[src/rtl/bankdec_pkg.sv]
package bankdec_pkg;
  localparam int PTR_W  = 10;
  localparam int PAGE_W = 16;
  localparam int OFF_W  = PTR_W + PAGE_W;
  localparam int ADDR_W = OFF_W + 1;

  typedef logic [PTR_W-1:0] ptr_t;

  typedef struct packed {
    ptr_t base;
    ptr_t lim;
  } bank_ptr_t;
endpackage

[src/rtl/bankdec_regs.sv]
module bankdec_regs
  import bankdec_pkg::*;
#(
  parameter int   N_BANK   = 10,
  parameter ptr_t ROM0_LIM = 10'h200,
  localparam int  IDX_W    = $clog2(N_BANK + 1)
) (
  input  logic                    clk,
  input  logic                    rst_n,
  input  logic                    cfg_we,
  input  logic [IDX_W-1:0]        cfg_idx,
  input  ptr_t                    cfg_base,
  input  ptr_t                    cfg_lim,
  output bank_ptr_t [N_BANK-1:0]  ptrs,
  output ptr_t                    io_base
);
  for (genvar g = 0; g < N_BANK; g++) begin : g_bank
    always_ff @(posedge clk or negedge rst_n) begin
      if (!rst_n) begin
        ptrs[g].base <= '0;
        ptrs[g].lim  <= (g == 0) ? ROM0_LIM : '0;
      end else if (cfg_we && cfg_idx == IDX_W'(g)) begin
        ptrs[g].base <= cfg_base;
        ptrs[g].lim  <= cfg_lim;
      end
    end
  end

  always_ff @(posedge clk or negedge rst_n) begin
    if (!rst_n) io_base <= '0;
    else if (cfg_we && cfg_idx == IDX_W'(N_BANK)) io_base <= cfg_base;
  end

  // pointers move only on a write strobe
  assert_hold_R8: assert property (@(posedge clk) disable iff (!rst_n)
    !cfg_we |=> ($stable(ptrs) && $stable(io_base)));

  // out-of-range index leaves everything alone
  assert_idx_ignored_R8: assert property (@(posedge clk) disable iff (!rst_n)
    (cfg_we && cfg_idx > IDX_W'(N_BANK)) |=> ($stable(ptrs) && $stable(io_base)));
endmodule

[src/rtl/bankdec_match.sv]
module bankdec_match
  import bankdec_pkg::*;
#(
  parameter int N_BANK = 10
) (
  input  ptr_t                    page,
  input  bank_ptr_t [N_BANK-1:0]  ptrs,
  input  ptr_t                    io_base,
  output logic [N_BANK-1:0]       bank_hit,
  output logic                    io_hit
);
  for (genvar g = 0; g < N_BANK; g++) begin : g_cmp
    assign bank_hit[g] = (page >= ptrs[g].base) && (page < ptrs[g].lim);
  end

  assign io_hit = (io_base != '0) && (page == io_base);
endmodule

[src/rtl/bankdec_pick.sv]
module bankdec_pick
  import bankdec_pkg::*;
#(
  parameter int  N_ROM  = 6,
  parameter int  N_DRAM = 4,
  parameter int  N_IO   = 4,
  localparam int N_BANK = N_ROM + N_DRAM,
  localparam int BIDX_W = $clog2(N_BANK),
  localparam int IOS_W  = $clog2(N_IO),
  localparam int IOO_W  = PAGE_W - IOS_W
) (
  input  logic [OFF_W-1:0]        addr,
  input  bank_ptr_t [N_BANK-1:0]  ptrs,
  input  logic [N_BANK-1:0]       bank_hit,
  input  logic                    io_hit,
  output logic [N_ROM-1:0]        rom_sel_n,
  output logic [N_DRAM-1:0]       dram_sel_n,
  output logic [N_IO-1:0]         io_sel_n,
  output logic [OFF_W-1:0]        offset,
  output logic                    miss
);
  logic              found;
  logic [BIDX_W-1:0] win;
  logic [N_BANK-1:0] onehot;
  ptr_t              page;
  ptr_t              rel_page;
  logic [IOS_W-1:0]  io_bank;

  assign page    = addr[OFF_W-1:PAGE_W];
  assign io_bank = addr[PAGE_W-1 -: IOS_W];

  // lowest index wins; ROM banks occupy the low indices
  always_comb begin
    found = 1'b0;
    win   = '0;
    for (int i = 0; i < N_BANK; i++) begin
      if (bank_hit[i] && !found) begin
        found = 1'b1;
        win   = BIDX_W'(i);
      end
    end
  end

  assign rel_page = page - ptrs[win].base;

  always_comb begin
    onehot   = '0;
    io_sel_n = '1;
    offset   = '0;
    miss     = 1'b0;
    if (found) begin
      onehot[win] = 1'b1;
      offset      = {rel_page, addr[PAGE_W-1:0]};
    end else if (io_hit) begin
      io_sel_n[io_bank] = 1'b0;
      offset            = {{(OFF_W-IOO_W){1'b0}}, addr[IOO_W-1:0]};
    end else begin
      miss = 1'b1;
    end
  end

  assign rom_sel_n  = ~onehot[N_ROM-1:0];
  assign dram_sel_n = ~onehot[N_BANK-1:N_ROM];
endmodule

[src/rtl/bankdec_top.sv]
module bankdec_top
  import bankdec_pkg::*;
#(
  parameter int   N_ROM    = 6,
  parameter int   N_DRAM   = 4,
  parameter int   N_IO     = 4,
  parameter ptr_t ROM0_LIM = 10'h200
) (
  input  logic                                   clk,
  input  logic                                   rst_n,
  input  logic                                   cfg_we,
  input  logic [$clog2(N_ROM+N_DRAM+1)-1:0]      cfg_idx,
  input  logic [PTR_W-1:0]                       cfg_base,
  input  logic [PTR_W-1:0]                       cfg_lim,
  input  logic                                   req_valid,
  output logic                                   req_ready,
  input  logic [ADDR_W-1:0]                      req_addr,
  output logic                                   rsp_valid,
  input  logic                                   rsp_ready,
  output logic [N_ROM-1:0]                       rsp_rom_sel_n,
  output logic [N_DRAM-1:0]                      rsp_dram_sel_n,
  output logic [N_IO-1:0]                        rsp_io_sel_n,
  output logic [OFF_W-1:0]                       rsp_offset,
  output logic                                   rsp_cacheable,
  output logic                                   rsp_miss
);
  localparam int N_BANK = N_ROM + N_DRAM;
  localparam int IOO_W  = PAGE_W - $clog2(N_IO);

  bank_ptr_t [N_BANK-1:0] ptrs;
  ptr_t                   io_base;
  logic [N_BANK-1:0]      bank_hit;
  logic                   io_hit;
  logic [N_ROM-1:0]       d_rom_n;
  logic [N_DRAM-1:0]      d_dram_n;
  logic [N_IO-1:0]        d_io_n;
  logic [OFF_W-1:0]       d_off;
  logic                   d_miss;
  logic                   accept;

  bankdec_regs #(.N_BANK(N_BANK), .ROM0_LIM(ROM0_LIM)) u_regs (
    .clk(clk), .rst_n(rst_n), .cfg_we(cfg_we), .cfg_idx(cfg_idx),
    .cfg_base(cfg_base), .cfg_lim(cfg_lim), .ptrs(ptrs), .io_base(io_base)
  );

  bankdec_match #(.N_BANK(N_BANK)) u_match (
    .page(req_addr[OFF_W-1:PAGE_W]), .ptrs(ptrs), .io_base(io_base),
    .bank_hit(bank_hit), .io_hit(io_hit)
  );

  bankdec_pick #(.N_ROM(N_ROM), .N_DRAM(N_DRAM), .N_IO(N_IO)) u_pick (
    .addr(req_addr[OFF_W-1:0]), .ptrs(ptrs), .bank_hit(bank_hit),
    .io_hit(io_hit), .rom_sel_n(d_rom_n), .dram_sel_n(d_dram_n),
    .io_sel_n(d_io_n), .offset(d_off), .miss(d_miss)
  );

  assign req_ready = !rsp_valid || rsp_ready;
  assign accept    = req_valid && req_ready;

  always_ff @(posedge clk or negedge rst_n) begin
    if (!rst_n) begin
      rsp_valid      <= 1'b0;
      rsp_rom_sel_n  <= '1;
      rsp_dram_sel_n <= '1;
      rsp_io_sel_n   <= '1;
      rsp_offset     <= '0;
      rsp_cacheable  <= 1'b0;
      rsp_miss       <= 1'b0;
    end else if (accept) begin
      rsp_valid      <= 1'b1;
      rsp_rom_sel_n  <= d_rom_n;
      rsp_dram_sel_n <= d_dram_n;
      rsp_io_sel_n   <= d_io_n;
      rsp_offset     <= d_off;
      rsp_cacheable  <= !req_addr[OFF_W];
      rsp_miss       <= d_miss;
    end else if (rsp_ready) begin
      rsp_valid      <= 1'b0;
      rsp_rom_sel_n  <= '1;
      rsp_dram_sel_n <= '1;
      rsp_io_sel_n   <= '1;
      rsp_offset     <= '0;
      rsp_miss       <= 1'b0;
    end
  end

  assert_one_sel_R10: assert property (@(posedge clk) disable iff (!rst_n)
    $onehot0(~{rsp_rom_sel_n, rsp_dram_sel_n, rsp_io_sel_n}));

  assert_miss_clean_R6: assert property (@(posedge clk) disable iff (!rst_n)
    (rsp_valid && rsp_miss) |-> ((&{rsp_rom_sel_n, rsp_dram_sel_n, rsp_io_sel_n}) && rsp_offset == '0));

  assert_idle_quiet_R1: assert property (@(posedge clk) disable iff (!rst_n)
    !rsp_valid |-> ((&{rsp_rom_sel_n, rsp_dram_sel_n, rsp_io_sel_n}) && !rsp_miss));

  assert_io_offset_R5: assert property (@(posedge clk) disable iff (!rst_n)
    (rsp_valid && !(&rsp_io_sel_n)) |-> (rsp_offset < OFF_W'(1 << IOO_W)));

  assert_stall_hold_R9: assert property (@(posedge clk) disable iff (!rst_n)
    (rsp_valid && !rsp_ready) |=> (rsp_valid && $stable(rsp_rom_sel_n) && $stable(rsp_dram_sel_n)
      && $stable(rsp_io_sel_n) && $stable(rsp_offset) && $stable(rsp_cacheable) && $stable(rsp_miss)));
endmodule

[config.mk]
export PLATFORM = sky130hd
export DESIGN_NAME = bankdec_top
export DESIGN_NICKNAME = d
export VERILOG_FILES = /design/src/rtl/bankdec_pkg.sv /design/src/rtl/bankdec_regs.sv /design/src/rtl/bankdec_match.sv /design/src/rtl/bankdec_pick.sv /design/src/rtl/bankdec_top.sv
export SDC_FILE = /design/constraint.sdc
export NUM_CORES = 1
export LEC_CHECK = 0
export BUFFER_PORTS_ARGS = -buffer_cell sky130_fd_sc_hd__clkbuf_2
export CAP_MARGIN = 0
export CORE_UTILIZATION = 35
export CTS_CLUSTER_SIZE = 16
export DETAILED_ROUTE_END_ITERATION = 8
export GPL_TIMING_DRIVEN = 1
export SLEW_MARGIN = 5
export SYNTH_ARGS = -nofsm -noshare
export SYNTH_HDL_FRONTEND = slang
export SYNTH_SLANG_ARGS = --single-unit
[constraint.sdc]
create_clock -name clk -period 5 [get_ports clk]
set_input_delay 0.5 -clock clk [delete_from_list [all_inputs] [get_ports clk]]
set_output_delay 0.5 -clock clk [all_outputs]
set_load 0.01 [all_outputs]
==> results of run 1 <==
-- cells in the mapped netlist, types with 7 or more instances --
| master | count | area, um2 |
|---|---|---|
| sky130_fd_sc_hd__nor2_1 | 61 | 229 |
| sky130_fd_sc_hd__o211ai_1 | 10 | 75.1 |
| sky130_fd_sc_hd__o21ai_0 | 129 | 646 |
| sky130_fd_sc_hd__and3_1 | 8 | 50.1 |
| sky130_fd_sc_hd__inv_1 | 195 | 732 |
| sky130_fd_sc_hd__nor3_1 | 14 | 70.1 |
| sky130_fd_sc_hd__xnor2_1 | 11 | 96.3 |
| sky130_fd_sc_hd__o22ai_1 | 10 | 62.6 |
| sky130_fd_sc_hd__nand4_1 | 9 | 56.3 |
| sky130_fd_sc_hd__a31oi_1 | 9 | 56.3 |
| sky130_fd_sc_hd__dfstp_2 | 15 | 394 |
| sky130_fd_sc_hd__o21a_1 | 8 | 60.1 |
| sky130_fd_sc_hd__a21o_1 | 22 | 165 |
| sky130_fd_sc_hd__mux2i_1 | 28 | 280 |
| sky130_fd_sc_hd__nor2b_1 | 7 | 43.8 |
| sky130_fd_sc_hd__a221oi_1 | 7 | 61.3 |
| sky130_fd_sc_hd__o22a_1 | 8 | 70.1 |
| sky130_fd_sc_hd__a21oi_1 | 75 | 375 |
| sky130_fd_sc_hd__a211oi_1 | 16 | 120 |
| sky130_fd_sc_hd__clkbuf_1 | 57 | 214 |
| sky130_fd_sc_hd__nand2_1 | 149 | 559 |
| sky130_fd_sc_hd__a22o_1 | 14 | 123 |
| sky130_fd_sc_hd__nand2b_1 | 24 | 150 |
| sky130_fd_sc_hd__ha_1 | 199 | 2490 |
| sky130_fd_sc_hd__o21ai_1 | 19 | 95.1 |
| sky130_fd_sc_hd__dfrtp_1 | 238 | 5960 |
| sky130_fd_sc_hd__mux2_2 | 125 | 1410 |
-- layout make-up --
cell class	instances	area [um2]	area share [%]
flip-flops and latches	253	6350	31.8
diodes	1	2.50	0.0125
clock buffers	46	880	4.40
inverters	196	739	3.70
clock inverters	6	97.6	0.489
well taps	585	732	3.66
multi-input cells	1050	8640	43.3
repair buffers	349	2530	12.7
-- placed cells by master, fill, tap and decap left out, types with 10 or more instances in the layout --
cell	n
sky130_fd_sc_hd__a211oi_1	10
sky130_fd_sc_hd__a21o_1	21
sky130_fd_sc_hd__a21oi_1	61
sky130_fd_sc_hd__a21oi_2	13
sky130_fd_sc_hd__a22o_1	14
sky130_fd_sc_hd__buf_4	225
sky130_fd_sc_hd__buf_6	18
sky130_fd_sc_hd__clkbuf_16	29
sky130_fd_sc_hd__clkbuf_2	98
sky130_fd_sc_hd__dfrtp_1	238
sky130_fd_sc_hd__dfstp_2	15
sky130_fd_sc_hd__ha_1	192
sky130_fd_sc_hd__inv_1	189
sky130_fd_sc_hd__mux2_2	124
sky130_fd_sc_hd__mux2i_1	22
sky130_fd_sc_hd__nand2_1	148
sky130_fd_sc_hd__nand2b_1	23
sky130_fd_sc_hd__nor2_1	51
sky130_fd_sc_hd__nor3_1	13
sky130_fd_sc_hd__o211ai_1	10
sky130_fd_sc_hd__o21ai_0	123
sky130_fd_sc_hd__o21ai_1	17
sky130_fd_sc_hd__xnor2_1	11
-- sequential cells by signal, indices dropped and copies added (netlist names) --
name and cells:
u_regs.ptrs 200, rsp_offset 26, u_regs.io_base 10, rsp_rom_sel_n 6, rsp_dram_sel_n 4, rsp_io_sel_n 4, rsp_cacheable 1, rsp_miss 1
rsp_valid 1
-- worst paths after layout --
path,startpoint,to,slack (ps),cells after the start
max reg2reg,u_regs.ptrs[162],rsp_offset[25],-260,27
min reg2reg,rsp_offset[18],rsp_offset[18],480,2
min in group clk,req_addr[14],rsp_io_sel_n[1],110,2
max in group asynchronous,rst_n,u_regs.ptrs[36],3830,2
max,req_addr[16],rsp_offset[25],-270,28
min,rst_n,rsp_offset[22],20,1
-- repair_timing --
item | in CTS | in global routing
buffers inserted | 21 | 29
endpoints found under the setup margin | 3 | 5
gates resized for setup | 42 | 68
pin swaps | 25 | 61
-- kinds of logic (layout without fill, tap and decap cells) --
| group | Yosys count | in the layout | synth area share [%] |
|---|---|---|---|
| adders and majority gates | 200 | 200 | 16.2 |
| DFF | 253 | 253 | 41.0 |
| other | 0 | 1 | 0 |
| muxes | 153 | 153 | 10.9 |
| AOI/OAI and AO/OA | 366 | 366 | 15.0 |
| and+or+nand+nor | 314 | 314 | 9.41 |
| xor gates and xnor gates | 17 | 17 | 0.961 |
| buffers and inverters | 265 | 597 | 6.57 |
-- worst register-to-register path, stage by stage, from the launching register on --
cell,delay [ps]
sky130_fd_sc_hd__dfrtp_1,400
sky130_fd_sc_hd__inv_2,70
sky130_fd_sc_hd__ha_4,190
sky130_fd_sc_hd__a21o_1,210
sky130_fd_sc_hd__a31oi_4,190
sky130_fd_sc_hd__o21ai_2,110
sky130_fd_sc_hd__a221oi_2,250
sky130_fd_sc_hd__buf_4,190
sky130_fd_sc_hd__a211oi_4,70
sky130_fd_sc_hd__or3_4,360
sky130_fd_sc_hd__a32oi_4,270
sky130_fd_sc_hd__buf_6,160
sky130_fd_sc_hd__buf_4,150
sky130_fd_sc_hd__nand2_1,60
sky130_fd_sc_hd__o21ai_1,150
sky130_fd_sc_hd__mux2i_1,190
sky130_fd_sc_hd__o211ai_1,230
sky130_fd_sc_hd__ha_1,260
sky130_fd_sc_hd__inv_1,80
sky130_fd_sc_hd__a21oi_2,40
sky130_fd_sc_hd__o21ai_1,130
sky130_fd_sc_hd__nand2b_1,110
sky130_fd_sc_hd__a31oi_1,190
sky130_fd_sc_hd__o21bai_1,120
sky130_fd_sc_hd__a21oi_2,170
sky130_fd_sc_hd__xnor2_1,110
sky130_fd_sc_hd__or4_1,430
sky130_fd_sc_hd__a32o_1,270
-- metrics by stage --
step	TNS, ps	utilization (%)	setup slack, ps	total power (uW)	instance area, um2
2_1_floorplan	-32.9	-	-32.9	5170	15600
3_3_place_gp	-2170	41.8	-829	6870	18100
3_5_place_dp	-2580	41.8	-899	6990	18100
4_1_cts	-424	44.9	-304	9650	19500
5_1_grt	-927	46.1	-452	10700	20000
6_report	-382	46.1	-270	10000	20000
-- layer usage --
| metal | up-vias | wire length [um] | GRT usage, % |
|---|---|---|---|
| li1 | 6096 | - | - |
| met1 | 6294 | 20500 | 26.6 |
| met2 | 341 | 22700 | 36.0 |
| met3 | 122 | 2450 | 3.32 |
| met4 | 0 | 2270 | 10.6 |
| met5 | - | 0 | 0 |
-- power by group through the flow --
stage	clock network (uW)	logic (uW)	registers, uW
finish	2180	5100	2770
global route	2300	5560	2820
CTS	2220	4670	2760
detailed placement	0	4190	2790
global placement	0	4090	2780
floorplan	0	2420	2760
==> impl.org, run 1 <==
** Run status
- Result of the run :: finished with violations
- Violations in the final reports :: negative setup slack

** Worst setup path
- Highest-delay cell along the critical path :: sky130_fd_sc_hd__or4_1
- Largest delay share family, worst path :: compound AO/OA/AOI/OAI gates
- STA puts the critical path data arrival time at 5740 ps.
- Delay of the slowest cell on the worst path :: 430 ps
- Dominant cell type by count on the critical path :: sky130_fd_sc_hd__a21oi_2
- Critical path class :: in -> reg
- CP required :: 5470 ps
- The worst setup path is captured at a flop.
- Max Fanout on Critical Path :: 9
- CP bufs+invs :: 6
- Kind of launch point of the worst setup path :: input pin

** Drt
- Routed Antenna Nets :: 0
- The routed design has 47900 um of wire.
- In the routed layout, each cell is associated on average with a via count of 5.17.
- Detailed Routing Iterations Pass 1 :: 5
- Number of vias in the routed layout :: 12853
- For this run, design rule violations remaining after detail routing come to 0.
- After detailed routing, the average wire length per cell comes to 19.3 um.
- For this block, the initial DRC count from the detailed router was 742.

** Placement
- Placed wire-length estimate :: 34700 um
- GPL Wtd Cong :: 0.945
- Cell Count Post-Placement :: 2387
- Number of buffers inserted by port buffering :: 99

** STA
- Fraction of the cycle the final worst path needs :: 105%
- Worst slew margin relative to its limit :: 18.4%
- Number of failing setup endpoints in the final timing report :: 2
- At the pin with the least slew margin, the transition time is 1220 ps.
- Final worst slack :: -270 ps
- Setup repair after global routing could not meet its margin everywhere.
- Between clock sinks in the finished design, the worst skew comes to 23.3 ps.
- Total count of hold-check failures in the final report :: 0
- Worst hold-check slack :: 18.5 ps
- Min Clock Period, post-route :: 5270 ps
- Number of max-slew violations in the final report :: 0
- Maximum operating frequency :: 190 MHz

** CTS
- TritonCTS built the clock tree.
- Post-CTS Hold Buffers :: 0
- Clock-pin slew was measured on the worst setup and hold paths at 60 ps.
- The clock passes through at most 3 buffers.
- Number of buffers added by the clock tree synthesis step :: 29
- The tree built by TritonCTS fans out to 253 sinks.
- Clock network latency to the later pin of the worst-skew pair :: 590 ps
- In this run the number of H-tree levels came out at 1.
- Clock root cell :: sky130_fd_sc_hd__clkbuf_16

** Yosys
- Synthesis inferred 253 register bits.
- In this run, synthesis inferred 0 flip-flops with an integrated enable.
- During synthesis, Yosys emitted a total of 0 warnings.
- Syn Nets :: 1824
- Synthesized cell area :: 15500 um2
- The number of different library cells used by synthesis comes to 67.
- Cells after synthesis :: 1568
- Dividing the synthesized area by the synthesized cell count gives 9.88 um2.
- Sequential element share of the synthesized area :: 41.0%
- In the synthesized netlist the dominant register cell turns out to be sky130_fd_sc_hd__dfrtp_1.
- Counting flops with an async set or reset pin after synthesis yields a share of 100%.

** Power
- Net switching power figure :: 3630 uW
- Of the total power, the share spent switching nets is 36.1%.
- Across the VDD grid, the largest voltage drop is 0.000401 V.
- The internal power of the cells totals 6420 uW.
- Dividing total power by cell area gives a power density of 503 nW/um2.
- Standby leakage power :: 0.00971 uW
- In this run, flip-flops and latches consume 27.5% of the power.
- Portion of total power attributed to the clock network :: 21.7%
- Share of total power in combinational logic :: 50.8%

** Floorplan
- In this run the count of I/O pins placed on the die edge is 100.
- Vertical extent of the die :: 212 um
- In this run the standard cell core region covers 43400 um2.
- Once the floorplan was initialized, standard cells occupied 35.7% of the core.
- Die area :: 45100 um2
- The floorplan step set the die width to 212 um.
- After floorplanning, the core was divided into 76 placement rows.

** Layout
- Filler-free cell count of the finished design :: 2486
- Fill cells in the final layout number 4120.
- Fraction of layout instances using a drive strength above 1 :: 33.1%
- Relative to the synthesized area, the layout overhead comes to 29.0%.
- Final #Nets :: 2135

** GRT
- Entering global routing, the biggest net connects 117 pins.
- The total overflow left after global routing is 0.
- The initial antenna violation count came to 1.
- The first global-routing pass estimated 73700 um of wire.
- Global routing consumed, over all layers together, 21.4% of the routing resources.
- The via count of the first global-routing pass is 13168.

** Min path
- The tightest min-delay check is of the in -> async type.

** Run
- The tool flagged a number of max-cap violations equal to 0.
Note: power is estimated with default switching activity, not from simulation.
==> run 2, diff against run 1 <==
- CORE_UTILIZATION: 35 -> 33
==> impl.org, run 2 (synthesized netlist as in run 1, its figures left out) <==
** Run status
- Result of the run :: finished with violations
- The checks that failed: negative hold slack, negative setup slack.

** GRT
- The remaining global-route overflow came to 0 (unchanged).
- Overall track demand over capacity in global routing :: 20.6% (-0.77 points)
- Pin count of the biggest net entering global routing :: 112 (-4.3%)
- The via count of the first global-routing pass was 13132 (-0.27%).
- Global-route wire length before repair :: 74800 um (+1.5%)
- Antenna violations before repair :: 1 (unchanged)

** Worst setup path
- The critical path is of the reg -> reg type.
- Delay of the slowest cell on the worst path :: 410 ps (-20 ps)
- The arrival time reported for the critical path endpoint came to 5650 ps (-90 ps).
- In this design, the critical path's most frequently occurring cell is sky130_fd_sc_hd__buf_6.
- Highest-delay cell along the critical path :: sky130_fd_sc_hd__or4_1
- Count of cells along the worst register-to-register path :: 28 (+3.7%)
- The top fanout value on the critical path was 7 (-2).
- The worst setup path is launched from a flop.
- Critical path endpoint category :: flop
- CP required :: 5470 ps (about the same)

** CTS
- TritonCTS built the clock tree.
- Clock root cell :: sky130_fd_sc_hd__clkbuf_16
- Post-CTS clock slew at the launch and capture registers of the worst setup and hold paths :: 60 ps (about the same)
- Number of buffers added by the clock tree synthesis step :: 29 (unchanged)
- The number of sinks on the clock net came to 253 (unchanged).
- H-tree depth :: 1 (unchanged)
- The number of hold buffers added after cts is 0 (unchanged).
- Clock network latency to the later pin of the worst-skew pair :: 580 ps (about the same)
- The maximum count of clock buffers along a single path was 3 (unchanged).

** Placement
- The number of port buffers is 99 (unchanged).
- Placed wire-length estimate :: 35600 um (+2.7%)
- GPL Wtd Cong :: 0.906 (-4.1%)

** Floorplan
- The horizontal die dimension was 219 um (+3.0%).
- Effective utilization at floorplan :: 33.3% (-2.4 points)
- Vertical extent of the die :: 219 um (+3.0%)
- The total die area came to 47800 um2 (+6.0%).
- Number of standard-cell rows in the floorplan :: 79 (+3.9%)
- Area of the placeable core :: 46500 um2 (+7.1%)
- The number of top-level design ports is 100 (unchanged).

** Drt
- Detailed Routing Iterations Pass 1 :: 5 (unchanged)
- Routed signal wires occupy layers up through met4.
- Met2 WL :: 23900 um (+5.0%)
- The detailed router's first-iteration violation count came to 702 (-5.4%).
- The via count normalized by instance count is 5.07 (-1.9%).
- Number of vias in the routed layout :: 12797 (-0.44%)
- Routed Antenna Nets :: 0 (unchanged)
- WL final :: 49000 um (+2.3%)
- Remaining routing DRC violations :: 0 (unchanged)
- The wire length on met3 is 1810 um (-26%).
- The average wire per standard cell was 19.4 um (+0.76%).
- The met1 wire length is 21300 um (+4.3%).

** Power
- The peak ir drop on the vdd network came to 0.000307 V (-23%).
- Standby leakage power :: 0.00978 uW (+0.78%)
- The total power per unit cell area is 508 nW/um2 (+0.98%).

** STA
- The fmax came to 193 MHz (+1.7%).
- Setup Total Neg Slack :: -182 ps (+200 ps)
- Setup repair after global routing could not meet its margin everywhere.
- Number of failing setup endpoints in the final timing report :: 1 (-1)
- Worst hold-check slack :: -59.9 ps (-78.4 ps)
- Slew @ Worst Pin :: 1170 ps (-50.9 ps)
- Worst slew margin relative to its limit :: 21.6% (+3.2 points)
- The final hold violation count is 22 (+22).
- Number of max-slew violations in the final report :: 0 (unchanged)
- The shortest clock period the worst path allows after layout came to 5180 ps (-88.7 ps).
- The clock skew is 12.1 ps (-11.2 ps).
- The final critical-path setup slack came to -182 ps (+88.7 ps).
- Fraction of the cycle the final worst path needs :: 104% (-1.8 points)

** Layout
- Reg with most FFs :: u_regs.ptrs
- Relative to the synthesized area, the layout overhead comes to 28.4%.
- Fraction of layout instances using a drive strength above 1 :: 31.9% (-1.2 points)
- Leaving out fill and tap cells, the most frequent cells in the layout are sky130_fd_sc_hd__buf_4 (238), sky130_fd_sc_hd__dfrtp_1 (238), sky130_fd_sc_hd__ha_1 (196), sky130_fd_sc_hd__inv_1 (192), sky130_fd_sc_hd__nand2_1 (149).
- The fill cell total of the finished layout was 4516 (+9.6%).
- The largest registers in the layout are u_regs.ptrs x200, rsp_offset x26, u_regs.io_base x10.
- Final #Nets :: 2148 (+0.61%)
- The number of flip-flops in the largest register came to 200 (unchanged).

** Run
- The number of violations of the max-capacitance limit came to 0 (unchanged).

** Min path
- HP Class :: in -> async
## run 2: what timing repair did
action                     4_1_cts  5_1_grt
setup endpoints to repair        3        6
gates cloned                     0        0
setup buffers                   24       16
pin swaps                       24       22
gates resized for setup         32       29
## run 2: power by group
part	internal [uW]	total [uW]	switching, uW	leakage (uW)
sequential	2520	2760	232	0.00307
combinational	2550	5010	2460	0.00620
clock	1400	2330	926	0.000510
total	6480	10100	3620	0.00978
## run 2: final cells by class
| class | count | area (um2) | share of cell area (%) |
|---|---|---|---|
| multi-input cells | 1050 | 8370 | 42.1 |
| flip-flops and latches | 253 | 6350 | 31.9 |
| repair buffers | 362 | 2630 | 13.2 |
| clock buffers | 38 | 810 | 4.07 |
| well taps | 607 | 759 | 3.82 |
| inverters | 196 | 739 | 3.72 |
| clock inverters | 16 | 233 | 1.17 |
| diodes | 1 | 2.50 | 0.0126 |
## run 2: path summary, 6_finish.rpt
kind,from,to,slack (ps)
worst max-delay path,u_regs.ptrs[152],rsp_offset[25],-180
worst min-delay path,rst_n,rsp_offset[10],-60
worst max register to register,u_regs.ptrs[152],rsp_offset[25],-180
worst min register to register,rsp_offset[14],rsp_offset[14],480
max in group asynchronous,rst_n,u_regs.ptrs[132],3770
min in group clk,req_addr[14],rsp_io_sel_n[1],100
## run 2: metrics by stage
stage / power [uW] / cell area [um2] / instances / utilization [%] / worst slack (ps)
2_1_floorplan: 5170 / 15600 / 1568 / - / -32.9
3_3_place_gp: 7000 / 18400 / 2438 / 39.6 / -1080
3_5_place_dp: 7090 / 18400 / 2438 / 39.6 / -1080
4_1_cts: 9970 / 19700 / 2515 / 42.5 / -369
5_1_grt: 10800 / 19900 / 2523 / 42.8 / -389
6_report: 10100 / 19900 / 2523 / 42.8 / -182
## run 2: metal layers
metal  track usage (%)  vias up
met4              7.62        0
met1              25.5     6287
met3              2.48       95
met2              36.6      276
met5                 0        -
li1                  -     6139
## run 2: worst max-delay path: cells and delay by family, from the launching register on
| family | cells | cell delay, ps |
|---|---|---|
| AO/OA/AOI/OAI | 13 | 2020 |
| XOR/XNOR | 1 | 90 |
| adder cells (fa/ha/maj) | 2 | 600 |
| buffers and inverters | 5 | 640 |
| flip-flops | 1 | 360 |
| multiplexers | 2 | 270 |
| AND/OR/NAND/NOR | 5 | 1070 |
==> run 3, diff against run 2 <==
- ABC_AREA: unset -> 1
==> impl.org, run 3 <==
** Yosys
- Share of synthesized flip-flops with an asynchronous set or reset :: 100% (unchanged)
- Of all cell types, the one taking the most synthesized area is sky130_fd_sc_hd__dfrtp_1.
- The synthesis-stage register bit count was 253 (unchanged).
- Number of flops mapped to enable cells by yosys :: 0 (unchanged)
- The count of synthesis-stage warnings from yosys was 0 (unchanged).
- Fraction of synthesized area in multiplexers :: 0% (-11 points)
- Among all cell types in the netlist, the one instantiated most often is sky130_fd_sc_hd__nand2_1.
- In the synthesized netlist, the cells that appear most often are sky130_fd_sc_hd__nand2_1 (468), sky130_fd_sc_hd__inv_1 (289), sky130_fd_sc_hd__o21ai_0 (243).
- The number of nets produced by synthesis is 2176 (+19%).
- By area, the combinational part of the netlist is dominated by simple AND/OR/NAND/NOR gates.
- By area the synthesized netlist is led by sky130_fd_sc_hd__dfrtp_1 (38%), sky130_fd_sc_hd__ha_1 (16%), sky130_fd_sc_hd__nand2_1 (11%).
- Sequential element share of the synthesized area :: 40.7% (-0.25 points)
- Synthesized cell area :: 15600 um2 (+0.61%)
- Compound-Gate Fraction of Synth Area :: 15.8% (+0.85 points)
- The simple logic cell fraction of the synthesized area came to 18.0% (+8.6 points).
- The average cell area after synthesis was 8.12 um2 (-18%).
- Synth Flop Type :: sky130_fd_sc_hd__dfrtp_1
- Share of Yosys cell area claimed by the top area cell type :: 38.2% (-0.23 points)
- Cells after synthesis :: 1920 (+22%)
- Xor/xnor share of the synthesized area :: 0.450% (-0.51 points)
- The distinct cell type count after synthesis was 53 (-21%).
- Adder-cell area share of the yosys netlist :: 16.1% (-0.099 points)

** CTS
- The number of sinks on the clock net came to 253 (unchanged).
- Clock Path Buffers :: 3 (unchanged)
- TritonCTS built the clock tree.
- The tree is rooted in a sky130_fd_sc_hd__clkbuf_16.
- Number of buffers added by the clock tree synthesis step :: 31 (+6.9%)
- Post-CTS clock slew at the launch and capture registers of the worst setup and hold paths :: 60 ps (about the same)
- Clock network latency to the later pin of the worst-skew pair :: 590 ps (about the same)
- The H-tree depth came to 1 (unchanged).

** Layout
- The largest registers in the layout are u_regs.ptrs x200, rsp_offset x26, u_regs.io_base x10.
- The ratio of cells with drive above 1 in the final layout is 15.7% (-16 points).
- Final design instance area without fill :: 18900 um2 (-4.9%)
- The number of nets in the layout was 2372 (+10%).
- The number of flip-flops in the largest register was 200 (unchanged).
- The fill cell total of the finished layout came to 4666 (+3.3%).
- The register with the most flip-flops in the final layout is u_regs.ptrs.
- The library cell used most frequently in the layout, excluding fill and tap cells, is sky130_fd_sc_hd__nand2_1.
- Relative to the synthesized area, the layout overhead comes to 21.3%.
- In the layout the commonest cells are sky130_fd_sc_hd__nand2_1 (466), sky130_fd_sc_hd__inv_1 (287), sky130_fd_sc_hd__o21ai_0 (242), sky130_fd_sc_hd__dfrtp_1 (238), sky130_fd_sc_hd__ha_1 (197).

** STA
- The final setup TNS came to 0 ps (+182 ps).
- Setup Skew :: 9.78 ps (-2.32 ps)
- The final hold violation count was 0 (-100%).
- The worst relative slew slack came to 24.2% (+2.7 points).
- Min Clock Period, post-route :: 4670 ps (-509 ps)
- The final number of max-transition violations was 0 (unchanged).
- The final count of negative-setup-slack endpoints came to 0 (-1).
- The fmax is 214 MHz (+11%).
- Fraction of the cycle the final worst path needs :: 93.4% (-10 points)
- The final critical-path setup slack was 328 ps (+509 ps).
- The transition time at the pin with the least slew margin came to 1130 ps (-39.7 ps).

** Drt
- The detailed router's first-iteration violation count was 1008 (+44%).
- WL final :: 48000 um (-2.0%)
- The post-route antenna net violation count was 0 (unchanged).
- The average wire per standard cell came to 17.5 um (-10%).
- The DRC violation count after routing came to 0 (unchanged).
- Detailed Routing Iterations Pass 1 :: 5 (unchanged)
- Vias/cell :: 4.95 (-2.3%)
- The total number of vias came to 13611 (+6.4%).

** Floorplan
- Area of the placeable core :: 46600 um2 (+0.21%)
- Number of standard-cell rows in the floorplan :: 79 (unchanged)
- Die W :: 219 um (+0.30%)
- I/O pin cnt :: 100 (unchanged)
- The starting density of the core is 33.5% (+0.13 points).
- Vertical extent of the die :: 219 um (+0.30%)
- The total die area came to 48100 um2 (+0.61%).

** Worst setup path
- Delay of the slowest cell on the worst path :: 420 ps (about the same)
- WP data arrival :: 5200 ps (-450 ps)
- The startpoint identified for the worst register-to-register timing path is u_regs.ptrs[115].
- The slowest stage of the critical path is the sky130_fd_sc_hd__o21ai_0 cell.
- In this run the worst setup path begins at u_regs.ptrs[115].
- By startpoint and endpoint, the worst setup path is classified as reg -> reg.
- The required time at the endpoint of the critical path was 5530 ps (+60 ps).
- By instance count, the cell type seen most on the critical path is sky130_fd_sc_hd__nand2_1.
- Max Fanout on Critical Path :: 6 (-1)
- STA classifies the critical path endpoint as a flop.
- The worst setup path is launched from a flop.

** Power
- The net switching power came to 3460 uW (-4.3%).
- Portion of total power attributed to the clock network :: 25.6% (+2.5 points)
- The switching fraction of total power was 38.3% (+2.5 points).
- The combinational share of power was 43.8% (-5.8 points).
- The peak ir drop on the vdd network came to 0.000256 V (-17%).
- The static leakage power was 0.00956 uW (-2.3%).
- The total power per unit cell area came to 478 nW/um2 (-5.8%).
- The internal power of the cells came to 5580 uW (-14%).
- The power share of the sequential group came to 30.6% (+3.3 points).

** GRT
- The overall global routing resource usage was 20.3% (-0.31 points).
- Pin count of the biggest net entering global routing :: 137 (+22%)
- Global-route wire length before repair :: 75500 um (+0.97%)
- The initial antenna violation count is 0 (-1).
- Global-route congestion overflow total :: 0 (unchanged)
- The via count of the first global-routing pass came to 13325 (+1.5%).

** Placement
- The final weighted congestion of routability-driven global placement was 0.947 (+4.5%).
- The placed standard-cell area is 17700 um2 (-3.6%).
- Post-placement worst setup slack :: -192 ps (+889 ps)
- The HPWL reported at the end of detailed placement came to 36100 um (+1.3%).
- Number of buffers inserted by port buffering :: 99 (unchanged)

** Run status
- Result of the run :: complete, no violations

** Run
- Maximum Capacitance Violations :: 0 (unchanged)

** Min path
- In this run the most critical hold path is launched from req_addr[26].
- HP Class :: in -> reg
## run 3: changes by cell type after synthesis, moves of 14 or more
| cell | previous run | this run |
|---|---|---|
| sky130_fd_sc_hd__a32o_1 | 2 | 16 |
| sky130_fd_sc_hd__mux2i_1 | 28 | 0 |
| sky130_fd_sc_hd__nand2b_1 | 24 | 0 |
| sky130_fd_sc_hd__nand2_1 | 149 | 468 |
| sky130_fd_sc_hd__a21o_1 | 22 | 8 |
| sky130_fd_sc_hd__a22o_1 | 14 | 0 |
| sky130_fd_sc_hd__nor2_1 | 61 | 103 |
| sky130_fd_sc_hd__o22ai_1 | 10 | 26 |
| sky130_fd_sc_hd__nand3_1 | 6 | 37 |
| sky130_fd_sc_hd__inv_1 | 195 | 289 |
| sky130_fd_sc_hd__o21ai_0 | 129 | 243 |
| sky130_fd_sc_hd__mux2_2 | 125 | 0 |
## run 3: final cells by class
class                   instances  area [um2]  area share (%)
diodes                          1        2.50          0.0132
clock buffers                  44         845            4.47
clock inverters                13         195            1.03
inverters                     296        1120            5.90
multi-input cells            1307        7910            41.8
flip-flops and latches        253        6350            33.6
well taps                     607         759            4.02
repair buffers                227        1730            9.13
## run 3: timing repair
item	4_1_cts	5_1_grt
buffers inserted	0	7
resized for setup	0	20
setup endpoints to repair	0	3
endpoints found under the hold margin	49	0
hold buffers	1	0
## run 3: cell families after synthesis
group	count (synthesis)
AOI/OAI and AO/OA	433
xor gates and xnor gates	8
adders and majority gates	200
buffers and inverters	360
DFF	253
and+or+nand+nor	666
## run 3: final timing paths
path	endpoint	slack, ps	depth (start not counted)
worst min register to register	u_regs.ptrs[136]	480	2
min in group asynchronous	rsp_offset[18]	460	2
worst min-delay path	rsp_cacheable	100	2
worst max register to register	rsp_offset[25]	330	34
max in group asynchronous	u_regs.ptrs[125]	3360	3
worst max-delay path	rsp_offset[25]	330	34
## run 3: power groups by stage
stage,registers [uW],logic (uW),clock network (uW)
detailed placement,2790,3800,0
finish,2770,3960,2320
CTS,2770,3810,2370
global placement,2780,3720,0
floorplan,2720,2220,0
global route,2820,4420,2450
## run 3: worst max-delay path: cells and delay by family, from the launching register on
family	cells	cell delay, ps
AOI/OAI and AO/OA	8	1400
buffers and inverters	3	350
xor gates and xnor gates	1	180
adders and majority gates	2	530
and+or+nand+nor	20	1740
DFF	1	400
## run 3: through the flow
| stage | std cells | hold WS [ps] | util [%] | power (uW) |
|---|---|---|---|---|
| 2_1_floorplan | 1920 | 204 | - | 4950 |
| 3_3_place_gp | 2682 | 466 | 38.1 | 6500 |
| 3_5_place_dp | 2682 | 473 | 38.1 | 6590 |
| 4_1_cts | 2740 | 76.3 | 40.3 | 8950 |
| 5_1_grt | 2747 | 80.1 | 40.6 | 9690 |
| 6_report | 2748 | 104 | 40.6 | 9040 |
## run 3: per-layer routing
layer / share of wire (%) / GRT usage (%)
met1: 45 / 26.7
met2: 47 / 34.7
met3: 5.1 / 2.48
met5: 0 / 0
met4: 3.1 / 6.11
